## src/rtl/nvt_pkg.sv

```systemverilog
package nvt_pkg;

    localparam int DIV_W     = 10;
    localparam int BYTE_W    = 8;
    localparam int NUM_BYTES = (DIV_W + BYTE_W - 1) / BYTE_W;
    localparam int ADDR_W    = (NUM_BYTES > 1) ? $clog2(NUM_BYTES) : 1;

    typedef logic [DIV_W-1:0]  div_t;
    typedef logic [BYTE_W-1:0] byte_t;

    typedef enum logic [0:0] {
        MODE_NORMAL  = 1'b0,
        MODE_SPECIAL = 1'b1
    } op_mode_e;

    typedef struct packed {
        logic              sel;
        logic              wr;
        logic [ADDR_W-1:0] addr;
        byte_t             data;
    } bus_cmd_t;

    // width of byte lane b inside the divide value
    function automatic int lane_width(int b);
        int rem;
        rem = DIV_W - b * BYTE_W;
        return (rem < BYTE_W) ? rem : BYTE_W;
    endfunction

    // a byte lane accepts a write when unlatched and either special or unused
    function automatic logic lane_may_write(op_mode_e mode, logic latched, logic used);
        return !latched && ((mode == MODE_SPECIAL) || !used);
    endfunction

endpackage

```

## src/rtl/nvt_div_reg.sv

```systemverilog
module nvt_div_reg
    import nvt_pkg::*;
(
    input  logic     clk,
    input  logic     rst,
    input  bus_cmd_t cmd,
    input  op_mode_e mode,
    input  logic     latch_on,
    input  div_t     shadow_word,
    output div_t     div_q,
    output byte_t    rdata,
    output logic     reload
);

    logic  [NUM_BYTES-1:0] lane_acc;
    byte_t                 lane_rd [NUM_BYTES];

    for (genvar b = 0; b < NUM_BYTES; b++) begin : g_lane
        localparam int LSB = b * BYTE_W;
        localparam int W   = lane_width(b);

        logic [W-1:0] lane_q;
        logic         once_q;
        logic         hit;
        logic         accept;

        assign hit    = cmd.sel && cmd.wr && (cmd.addr == ADDR_W'(b));
        assign accept = hit && lane_may_write(mode, latch_on, once_q);

        always_ff @(posedge clk) begin
            if (rst) begin
                lane_q <= shadow_word[LSB +: W];
                once_q <= 1'b0;
            end else if (accept) begin
                lane_q <= cmd.data[W-1:0];
                if (mode == MODE_NORMAL) begin
                    once_q <= 1'b1;
                end
            end
        end

        assign div_q[LSB +: W] = lane_q;
        assign lane_acc[b]     = accept;
        assign lane_rd[b]      = BYTE_W'(lane_q);


        once_refuse_chk: assert property (@(posedge clk) disable iff (rst)
            (hit && mode == MODE_NORMAL && once_q) |=> $stable(lane_q));


        lane_upper_zero_chk: assert property (@(posedge clk) disable iff (rst)
            (cmd.sel && cmd.addr == ADDR_W'(b)) |-> ((rdata >> W) == '0));
    end

    assign reload = |lane_acc;

    always_comb begin
        rdata = '0;
        if (cmd.sel) begin
            rdata = lane_rd[cmd.addr];
        end
    end


    latch_blocks_chk: assert property (@(posedge clk) disable iff (rst)
        (cmd.sel && cmd.wr && latch_on) |=> $stable(div_q));


    value_hold_chk: assert property (@(posedge clk) disable iff (rst)
        (!reload) |=> $stable(div_q));

endmodule

```

## src/rtl/nvt_tick_count.sv

```systemverilog
module nvt_tick_count
    import nvt_pkg::*;
(
    input  logic clk,
    input  logic rst,
    input  logic op_active,
    input  logic reload,
    input  div_t divisor,
    output logic tick
);

    div_t cnt_q;
    logic tick_q;
    logic running;
    logic at_end;

    assign running = op_active && (divisor != '0);
    assign at_end  = (cnt_q == divisor - DIV_W'(1));

    always_ff @(posedge clk) begin
        if (rst || !running || reload) begin
            cnt_q  <= '0;
            tick_q <= 1'b0;
        end else if (at_end) begin
            cnt_q  <= '0;
            tick_q <= 1'b1;
        end else begin
            cnt_q  <= cnt_q + DIV_W'(1);
            tick_q <= 1'b0;
        end
    end

    assign tick = tick_q;


    cnt_range_chk: assert property (@(posedge clk) disable iff (rst)
        (divisor != '0) |-> (cnt_q < divisor));


    idle_hold_chk: assert property (@(posedge clk) disable iff (rst)
        (!op_active) |=> (cnt_q == '0 && !tick_q));


    restart_chk: assert property (@(posedge clk) disable iff (rst)
        reload |=> (cnt_q == '0 && !tick_q));

endmodule

```

## src/rtl/nvm_tick_prescaler.sv

```systemverilog
module nvm_tick_prescaler
    import nvt_pkg::*;
(
    input  logic              clk,
    input  logic              rst,
    input  logic              bus_sel,
    input  logic              bus_wr,
    input  logic [ADDR_W-1:0] bus_addr,
    input  logic [BYTE_W-1:0] bus_wdata,
    output logic [BYTE_W-1:0] bus_rdata,
    input  logic              special_mode,
    input  logic              latch_on,
    input  logic [DIV_W-1:0]  shadow_word,
    input  logic              op_active,
    output logic              tick,
    output logic              op_permit
);

    bus_cmd_t cmd;
    op_mode_e mode;
    div_t     div_val;
    logic     reload;

    assign cmd  = '{sel: bus_sel, wr: bus_wr, addr: bus_addr, data: bus_wdata};
    assign mode = special_mode ? MODE_SPECIAL : MODE_NORMAL;

    nvt_div_reg u_div_reg (
        .clk         (clk),
        .rst         (rst),
        .cmd         (cmd),
        .mode        (mode),
        .latch_on    (latch_on),
        .shadow_word (shadow_word),
        .div_q       (div_val),
        .rdata       (bus_rdata),
        .reload      (reload)
    );

    nvt_tick_count u_tick_count (
        .clk       (clk),
        .rst       (rst),
        .op_active (op_active),
        .reload    (reload),
        .divisor   (div_val),
        .tick      (tick)
    );

    assign op_permit = (div_val != '0);


    no_zero_tick_chk: assert property (@(posedge clk) disable iff (rst)
        (!op_permit) |-> !tick);

endmodule

```

## config.mk

```make
export PLATFORM = sky130hd
export DESIGN_NAME = nvm_tick_prescaler
export DESIGN_NICKNAME = d
export VERILOG_FILES = /design/src/rtl/nvt_pkg.sv /design/src/rtl/nvt_div_reg.sv /design/src/rtl/nvt_tick_count.sv /design/src/rtl/nvm_tick_prescaler.sv
export SDC_FILE = /design/constraint.sdc
export NUM_CORES = 1
export LEC_CHECK = 0
export BUFFER_PORTS_ARGS = -buffer_cell sky130_fd_sc_hd__buf_2
export CAP_MARGIN = 30
export CORE_MARGIN = 1
export CORE_UTILIZATION = 40
export DETAILED_ROUTE_END_ITERATION = 12
export PLACE_DENSITY = 0.66
export SYNTH_ARGS = -nofsm -noshare
export SYNTH_HDL_FRONTEND = slang
export SYNTH_SLANG_ARGS = --single-unit
```

## constraint.sdc

```tcl
create_clock -name clk -period 2.09 [get_ports clk]
set_input_delay 0.418 -clock clk [delete_from_list [all_inputs] [get_ports clk]]
set_output_delay 0.418 -clock clk [all_outputs]
set_load 0.02 [all_outputs]
```

==> results of run 1 <==
[layout make-up]
type,instances,area [sq um],area share (%)
Clock buffer,4,48.8,2.64
Inverter,3,11.3,0.610
Multi-Input combinational cell,125,918,49.8
Sequential cell,23,561,30.4
Tap cell,46,57.6,3.12
Timing Repair Buffer,44,249,13.5
[flip-flops by register name (all words and copies together) (netlist names)]
| signal | count |
|---|---|
| u_div_reg.g_lane.once_q | 2 |
| u_tick_count.tick | 1 |
| u_tick_count.cnt_q | 10 |
| u_div_reg.g_lane.lane_q | 10 |
[critical path, cell delays in order (launching register included)]
cell and delay (ns):
edfxtp_1 0.43, inv_1 0.12, ha_4 0.14, nor3b_4 0.29, nand3_2 0.18, buf_6 0.17
[cell families after synthesis]
logic type | after synthesis | synth area share, %
flip-flops | 23 | 37.7
AO/OA/AOI/OAI | 15 | 8.25
XOR/XNOR | 21 | 12.4
multiplexers | 10 | 7.24
AND/OR/NAND/NOR | 77 | 29.5
buffers and inverters | 10 | 3.20
adder cells (fa/ha/maj) | 2 | 1.68
[final timing paths]
path | slack [ns] | end
hold reg to reg | 0.50 | u_div_reg.g_lane[0].once_q
hold / removal | 0.42 | u_div_reg.g_lane[0].lane_q[1]
setup / recovery | 0.08 | op_permit
setup reg to reg | 0.11 | u_tick_count.cnt_q[1]
[metal layers]
layer | GRT usage, % | vias to the layer above | share of wire (%)
met4 | 5.23 | 0 | 1.0
li1 | - | 633 | -
met5 | 0 | - | 0
met2 | 29.6 | 26 | 50
met3 | 4.01 | 5 | 3.9
met1 | 22.6 | 592 | 45
[cells in the mapped netlist (all sizes together) (4+ instances only)]
| library cell | number |
|---|---|
| edfxtp | 10 |
| nand3 | 5 |
| nand2b | 6 |
| and2 | 6 |
| mux2 | 6 |
| xnor2 | 13 |
| nand2 | 22 |
| mux2i | 4 |
| xor2 | 8 |
| nor3 | 5 |
| clkbuf | 5 |
| nor2 | 11 |
| nor2b | 4 |
| dfxtp | 13 |
| a21oi | 11 |
[per-stage QoR]
stage                     hold slack [ns]  setup WS (ns)  util [%]  power (mW)  instances
after floorplan                     0.441          0.225         -       0.672        158
after CTS                           0.422         0.0403      52.6        1.05        244
after global placement              0.458        -0.0350      50.8       0.749        240
after global routing                0.431        -0.0279      53.6        1.11        245
after detailed placement            0.485         -0.141      50.8       0.756        240
final                               0.424         0.0774      53.6        1.05        245
[cell usage in the layout (no fill, tap or decap), types with 2 or more instances in the layout]
cell type / netlist / layout
buf_2: 1 / 34
nand2_1: 22 / 22
xnor2_1: 13 / 13
dfxtp_1: 13 / 13
nor2_1: 10 / 10
a21oi_2: 10 / 10
edfxtp_1: 10 / 10
buf_4: 0 / 9
xor2_1: 8 / 8
nand2b_1: 6 / 6
mux2_2: 6 / 6
and2_1: 5 / 5
nor3_1: 5 / 5
nor2b_1: 4 / 4
mux2i_1: 4 / 4
nand3_1: 5 / 4
inv_1: 3 / 3
nor4bb_1: 3 / 3
o211ai_1: 3 / 3
nand4_1: 3 / 3
clkbuf_8: 0 / 3
nand4b_1: 2 / 2
nor4_2: 0 / 2
[power breakdown]
group / internal [mW] / leakage [nW] / total [mW] / switching, mW
clock: 0.149 / 0.0262 / 0.292 / 0.143
combinational: 0.114 / 0.523 / 0.233 / 0.120
sequential: 0.497 / 0.203 / 0.528 / 0.0314
total: 0.760 / 0.752 / 1.05 / 0.294
[timing repair]
item / 4_1_cts / 5_1_grt
pin swaps: 0 / 1
cloned: 0 / 0
gates resized for setup: 3 / 6
endpoints found under the setup margin: 11 / 11
buffers inserted: 0 / 1
==> summary.md, run 1 <==
| Metric | Value |
|---|---|
| Core ar. | 3440 sq um |
| Vias | 1256 |
| EDFF count, synth | 10 |
| Worst-Skew Late Latency | 0.26 ns |
| Fill count | 305 |
| TritonCTS buffer count | 3 |
| Max-slew headroom | 74.0% |
| Post-synth top area share | 20.2% |
| CTS sink cnt | 23 |
| Hold-fix buffers, CTS | 0 |
| Clock skew | 0.00289 ns |
| Worst Hold Path Cells | 3 |
| Tcrit/Tclk final | 96.3% |
| R2R depth | 7 |
| Seq/Total Area, Yosys | 37.7% |
| Final hold vios | 0 |
| Number of global-route vias before repair | 1216 |
| Final wirelength | 3.35 mm |
| I/O pin cnt | 36 |
| Mapped cell area | 1490 sq um |
| Final Setup Violations | 0 |
| Critical path class | flip-flop to primary output |
| Initial Utilization | 43.2% |
| Mapped Nets | 186 |
| H-tree levels | 1 |
| Vias per cell | 5.13 |
| Cells after synthesis | 158 |
| Synth warn | 0 |
| Routability cong. | 0.842 |
| Req. time, crit path | 1.67 ns |
| HP Class | input port to flip-flop |
| Worst-path clk slew | 0.08 ns |
| Final net count | 228 |
| Final instance area | 1850 sq um |
| DP Area | 1750 sq um |
| Ant. Diodes | 0 |
| Antenna violations before repair | 0 |
| Clk root buf | clkbuf_8 |
| TritonRoute pass-1 iters | 5 |
| Clock period minus worst slack | 2.01 ns |
| Sum Neg Setup Slack | 0 ns |
| Status | complete, no violations |
| Library cells used by synthesis | 37 |
| Pin count of the biggest net entering global routing | 16 |
| CTS Buffer Depth | 2 |
| Slew @ Worst Pin | 0.390 ns |
| Syn_area_per_cell | 9.41 sq um |
| Layout cell share with drive strength beyond 1 | 36.7% |
| Maximum fanout along the worst path | 5 |
| First-pass GRT wire length | 5.48 mm |
| Crit path from | u_div_reg.g_lane[0].lane_q[1] |
| Iteration-0 DRC Markers | 47 |
| Worst r2r src | u_div_reg.g_lane[0].lane_q[1] |
| Site Rows | 21 |
| DR WL/cell | 13.7 um |
| Maximum VDD drop | 336 uV |
| F_max | 0.497 GHz |
| Main area contributors after synthesis | edfxtp_1 (20%), dfxtp_1 (18%), xnor2_1 (7.7%) |
| GRT Util Overall | 17.7% |
| DRC Markers | 0 |
| Yosys reg bits | 23 |
| Port-buffer cells | 35 |
| DRT antenna net count | 0 |
| CTS tree | yes |
| Area leader, netlist | edfxtp_1 |
| CP Launch Type | flip-flop |
| Pwr Density | 571 nW/um^2 |
| Async set-reset flop share out of synthesis | 0% |
| Grt total ovfl | 0 |
| Total die area | 3960 sq um |
| Hold_sp | shadow_word[1] |
| LEAKAGE | 0.752 nW |
| DP HPWL | 2.63 mm |
| Die Width | 63.0 um |
| Max Cap Violations | 0 |
| Final Slew Violations | 0 |
| Worst EP arrival | 1.59 ns |
| Ys flop type | dfxtp_1 |
| Die height | 63.0 um |
| Crit end category | primary output |
| Layout area overhead | 24.2% |
Power figures use the tool's default switching activity.
==> run 2, diff against run 1 <==
--- a/config.mk
+++ b/config.mk
@@ -7,10 +7,11 @@
 export LEC_CHECK = 0
 export BUFFER_PORTS_ARGS = -buffer_cell sky130_fd_sc_hd__buf_2
 export CAP_MARGIN = 30
+export CORE_ASPECT_RATIO = 2
 export CORE_MARGIN = 1
-export CORE_UTILIZATION = 40
+export CORE_UTILIZATION = 30
 export DETAILED_ROUTE_END_ITERATION = 12
-export PLACE_DENSITY = 0.66
+export PLACE_DENSITY = 0.53
 export SYNTH_ARGS = -nofsm -noshare
 export SYNTH_HDL_FRONTEND = slang
 export SYNTH_SLANG_ARGS = --single-unit
==> run 2 against run 1 <==
  * Non-clock buffer count up 5
  * Design area up 2.7%
  * Power up 0.50%
  * Clock power about the same
  * Clock skew up 0.0015 ns
  * Combinational power up 6%
  * Cell count up 5.7%
  * Flip-flop and latch count unchanged
  * Via count down 0.24%
  * Critical path depth up 2
  * Setup slack better by 0.012 ns
  * Critical path type is now flip-flop to flip-flop
  * Largest power group unchanged
==> summary.md, run 2 (same netlist as run 1, synthesis figures left out) <==
| Metric | Value |
|---|---|
| Status | complete, no violations |
| Final core occ | 40.5% (-13 points) |
| Maximum VDD drop | 404 uV (+20%) |
| Die height | 102 um (+61%) |
| Crit end category | flip-flop |
| LEAKAGE | 0.780 nW (+3.6%) |
| Fill count | 482 (+58%) |
| Storage element area | 561 sq um (unchanged) |
| Placement Setup Slack | 0.0611 ns (+0.203 ns) |
| Overall Power | 1.06 mW (+0.50%) |
| Routability cong. | 0.806 (-4.3%) |
| Reg power frac | 49.4% (-0.7 points) |
| GRT Util Overall | 14.7% (-3.1 points) |
| Max Cap Violations | 0 (unchanged) |
| Grt total ovfl | 0 (unchanged) |
| DRT antenna net count | 0 (unchanged) |
| Worst EP arrival | 2.21 ns (+0.62 ns) |
| RSZ-0062 raised after global routing | false |
| DRC Markers | 0 (unchanged) |
| Final hold vios | 0 (unchanged) |
| Sw Pwr | 0.306 mW (+4.0%) |
| Max-slew headroom | 72.9% (-1.2 points) |
| Slew @ Worst Pin | 0.407 ns (+0.0173 ns) |
| Ant. Diodes | 0 (unchanged) |
| Vias per cell | 4.84 (-5.6%) |
| Worst-path clk slew | 0.08 ns (about the same) |
| CTS tree | yes |
| Sw Ratio | 28.9% (+0.97 points) |
| First-pass GRT wire length | 5.65 mm (+3.2%) |
| CTS sink cnt | 23 (unchanged) |
| Final hold slack | 0.413 ns (-0.0102 ns) |
| Final wirelength | 3.46 mm (+3.3%) |
| Pwr Density | 559 nW/um^2 (-2.1%) |
| Layout cell share with drive strength beyond 1 | 37.7% (+1.1 points) |
| Pin count of the biggest net entering global routing | 16 (unchanged) |
| Port-buffer cells | 35 (unchanged) |
| Antenna violations before repair | 0 (unchanged) |
| Final Setup Violations | 0 (unchanged) |
| DP Area | 1800 sq um (+2.6%) |
| Die Width | 51.8 um (-18%) |
| Buffers & Inverters on Critical Path | 2 (unchanged) |
| CP Launch Type | flip-flop |
| Req. time, crit path | 2.30 ns (+0.63 ns) |
| Critical path class | flip-flop to flip-flop |
| Tcrit/Tclk final | 95.7% (-0.59 points) |
| Most common cell after layout, fill and taps aside | buf_2 |
| F_max | 0.500 GHz (+0.62%) |
| CP max stage delay | 0.48 ns (+0.05 ns) |
| TritonCTS buffer count | 3 (unchanged) |
| Multi-input logic area | 913 sq um (-0.54%) |
| Vias | 1253 (-0.24%) |
| Internal power | 0.753 mW (-0.85%) |
| Placed Instances | 252 (+5.0%) |
| Worst-Skew Late Latency | 0.27 ns (about the same) |
| Final Slew Violations | 0 (unchanged) |
| Final instance area | 1900 sq um (+2.7%) |
| DR WL/cell | 13.4 um (-2.2%) |
| TritonRoute pass-1 iters | 4 (-1) |
| Setup ws final | 0.0898 ns (+0.0124 ns) |
| Number of global-route vias before repair | 1246 (+2.5%) |
| CTS Buffer Depth | 2 (unchanged) |
| Clock skew | 0.00437 ns (+0.00148 ns) |
| Crit path max-delay family | simple AND/OR/NAND/NOR gates |
| Clock Power Share | 27.2% (-0.5 points) |
| Core ar. | 4690 sq um (+36%) |
| Site Rows | 35 (+67%) |
| Sum Neg Setup Slack | 0 ns (unchanged) |
| Slowest CP cell | or4_4 |
| I/O pin cnt | 36 (unchanged) |
| H-tree levels | 1 (unchanged) |
| Most frequent cells in the layout | buf_2 (34), nand2_1 (22), buf_4 (14), xnor2_1 (13), dfxtp_1 (13) |
| Final cell count without fillers | 259 (+5.7%) |
| Clock period minus worst slack | 2.00 ns (-0.0124 ns) |
| Maximum fanout along the worst path | 10 (+5) |
| HP Class | input port to flip-flop |
| Total die area | 5260 sq um (+33%) |
| Final net count | 233 (+2.2%) |
| Comb pwr share | 23.4% (+1.3 points) |
| Initial Utilization | 31.7% (-11 points) |
| Worst-path cell chain | buf_4 -> or4_4 -> nor2_4 -> mux2i_1 -> and4bb_1 -> buf_12 -> a21oi_2 |
| DP HPWL | 2.80 mm (+6.4%) |
| Iteration-0 DRC Markers | 13 (-72%) |
| Layout area overhead | 27.5% |
| Top flop regs | u_div_reg.g_lane.lane_q (10), u_tick_count.cnt_q (10), u_div_reg.g_lane.once_q (2) |
| Clk root buf | clkbuf_8 |
## run 2: final cells by class
cell class                 count  share of cell area [%]
sequential                    23                    29.6
inverter                       3                   0.594
multi-input combinational    125                    48.2
tap                           55                    3.63
clock inverter                 1                   0.264
timing repair buffer          49                    15.6
clock buffer                   3                    2.18
## run 2: tightest hold or removal path: cells and delay by family
family	cells	cell delay (ns)
buffers and inverters	1	0.07
AND/OR/NAND/NOR	2	0.09
## run 2: metal layers
metal  vias to the layer above  part of all wire, %  GRT usage (%)
li1                        646                    -              -
met1                       570                   36           13.3
met2                        32                   60           30.2
met3                         5                  3.0           1.80
met4                         0                  1.7           6.24
met5                         -                    0              0
## run 2: path summary, 6_finish.rpt
check	start	end	slack, ns	depth (start not counted)
setup reg to reg	u_div_reg.g_lane[0].lane_q[1]	u_tick_count.cnt_q[3]	0.09	7
setup / recovery	u_div_reg.g_lane[0].lane_q[1]	u_tick_count.cnt_q[3]	0.09	7
hold reg to reg	u_div_reg.g_lane[0].once_q	u_div_reg.g_lane[0].once_q	0.49	2
hold / removal	shadow_word[1]	u_div_reg.g_lane[0].lane_q[1]	0.41	3
## run 2: repair_timing
item	4_1_cts	5_1_grt
setup endpoints to repair	1	11
resized for setup	1	6
hold buffers	0	0
gates cloned	0	0
buffers inserted	0	3
pin swaps	0	1
## run 2: power groups by stage
stage / clock [mW] / combinational [mW] / sequential (mW)
final: 0.289 / 0.248 / 0.523
after global routing: 0.316 / 0.272 / 0.527
after CTS: 0.300 / 0.237 / 0.524
after detailed placement: 0 / 0.233 / 0.534
after global placement: 0 / 0.233 / 0.534
after floorplan: 0 / 0.143 / 0.529
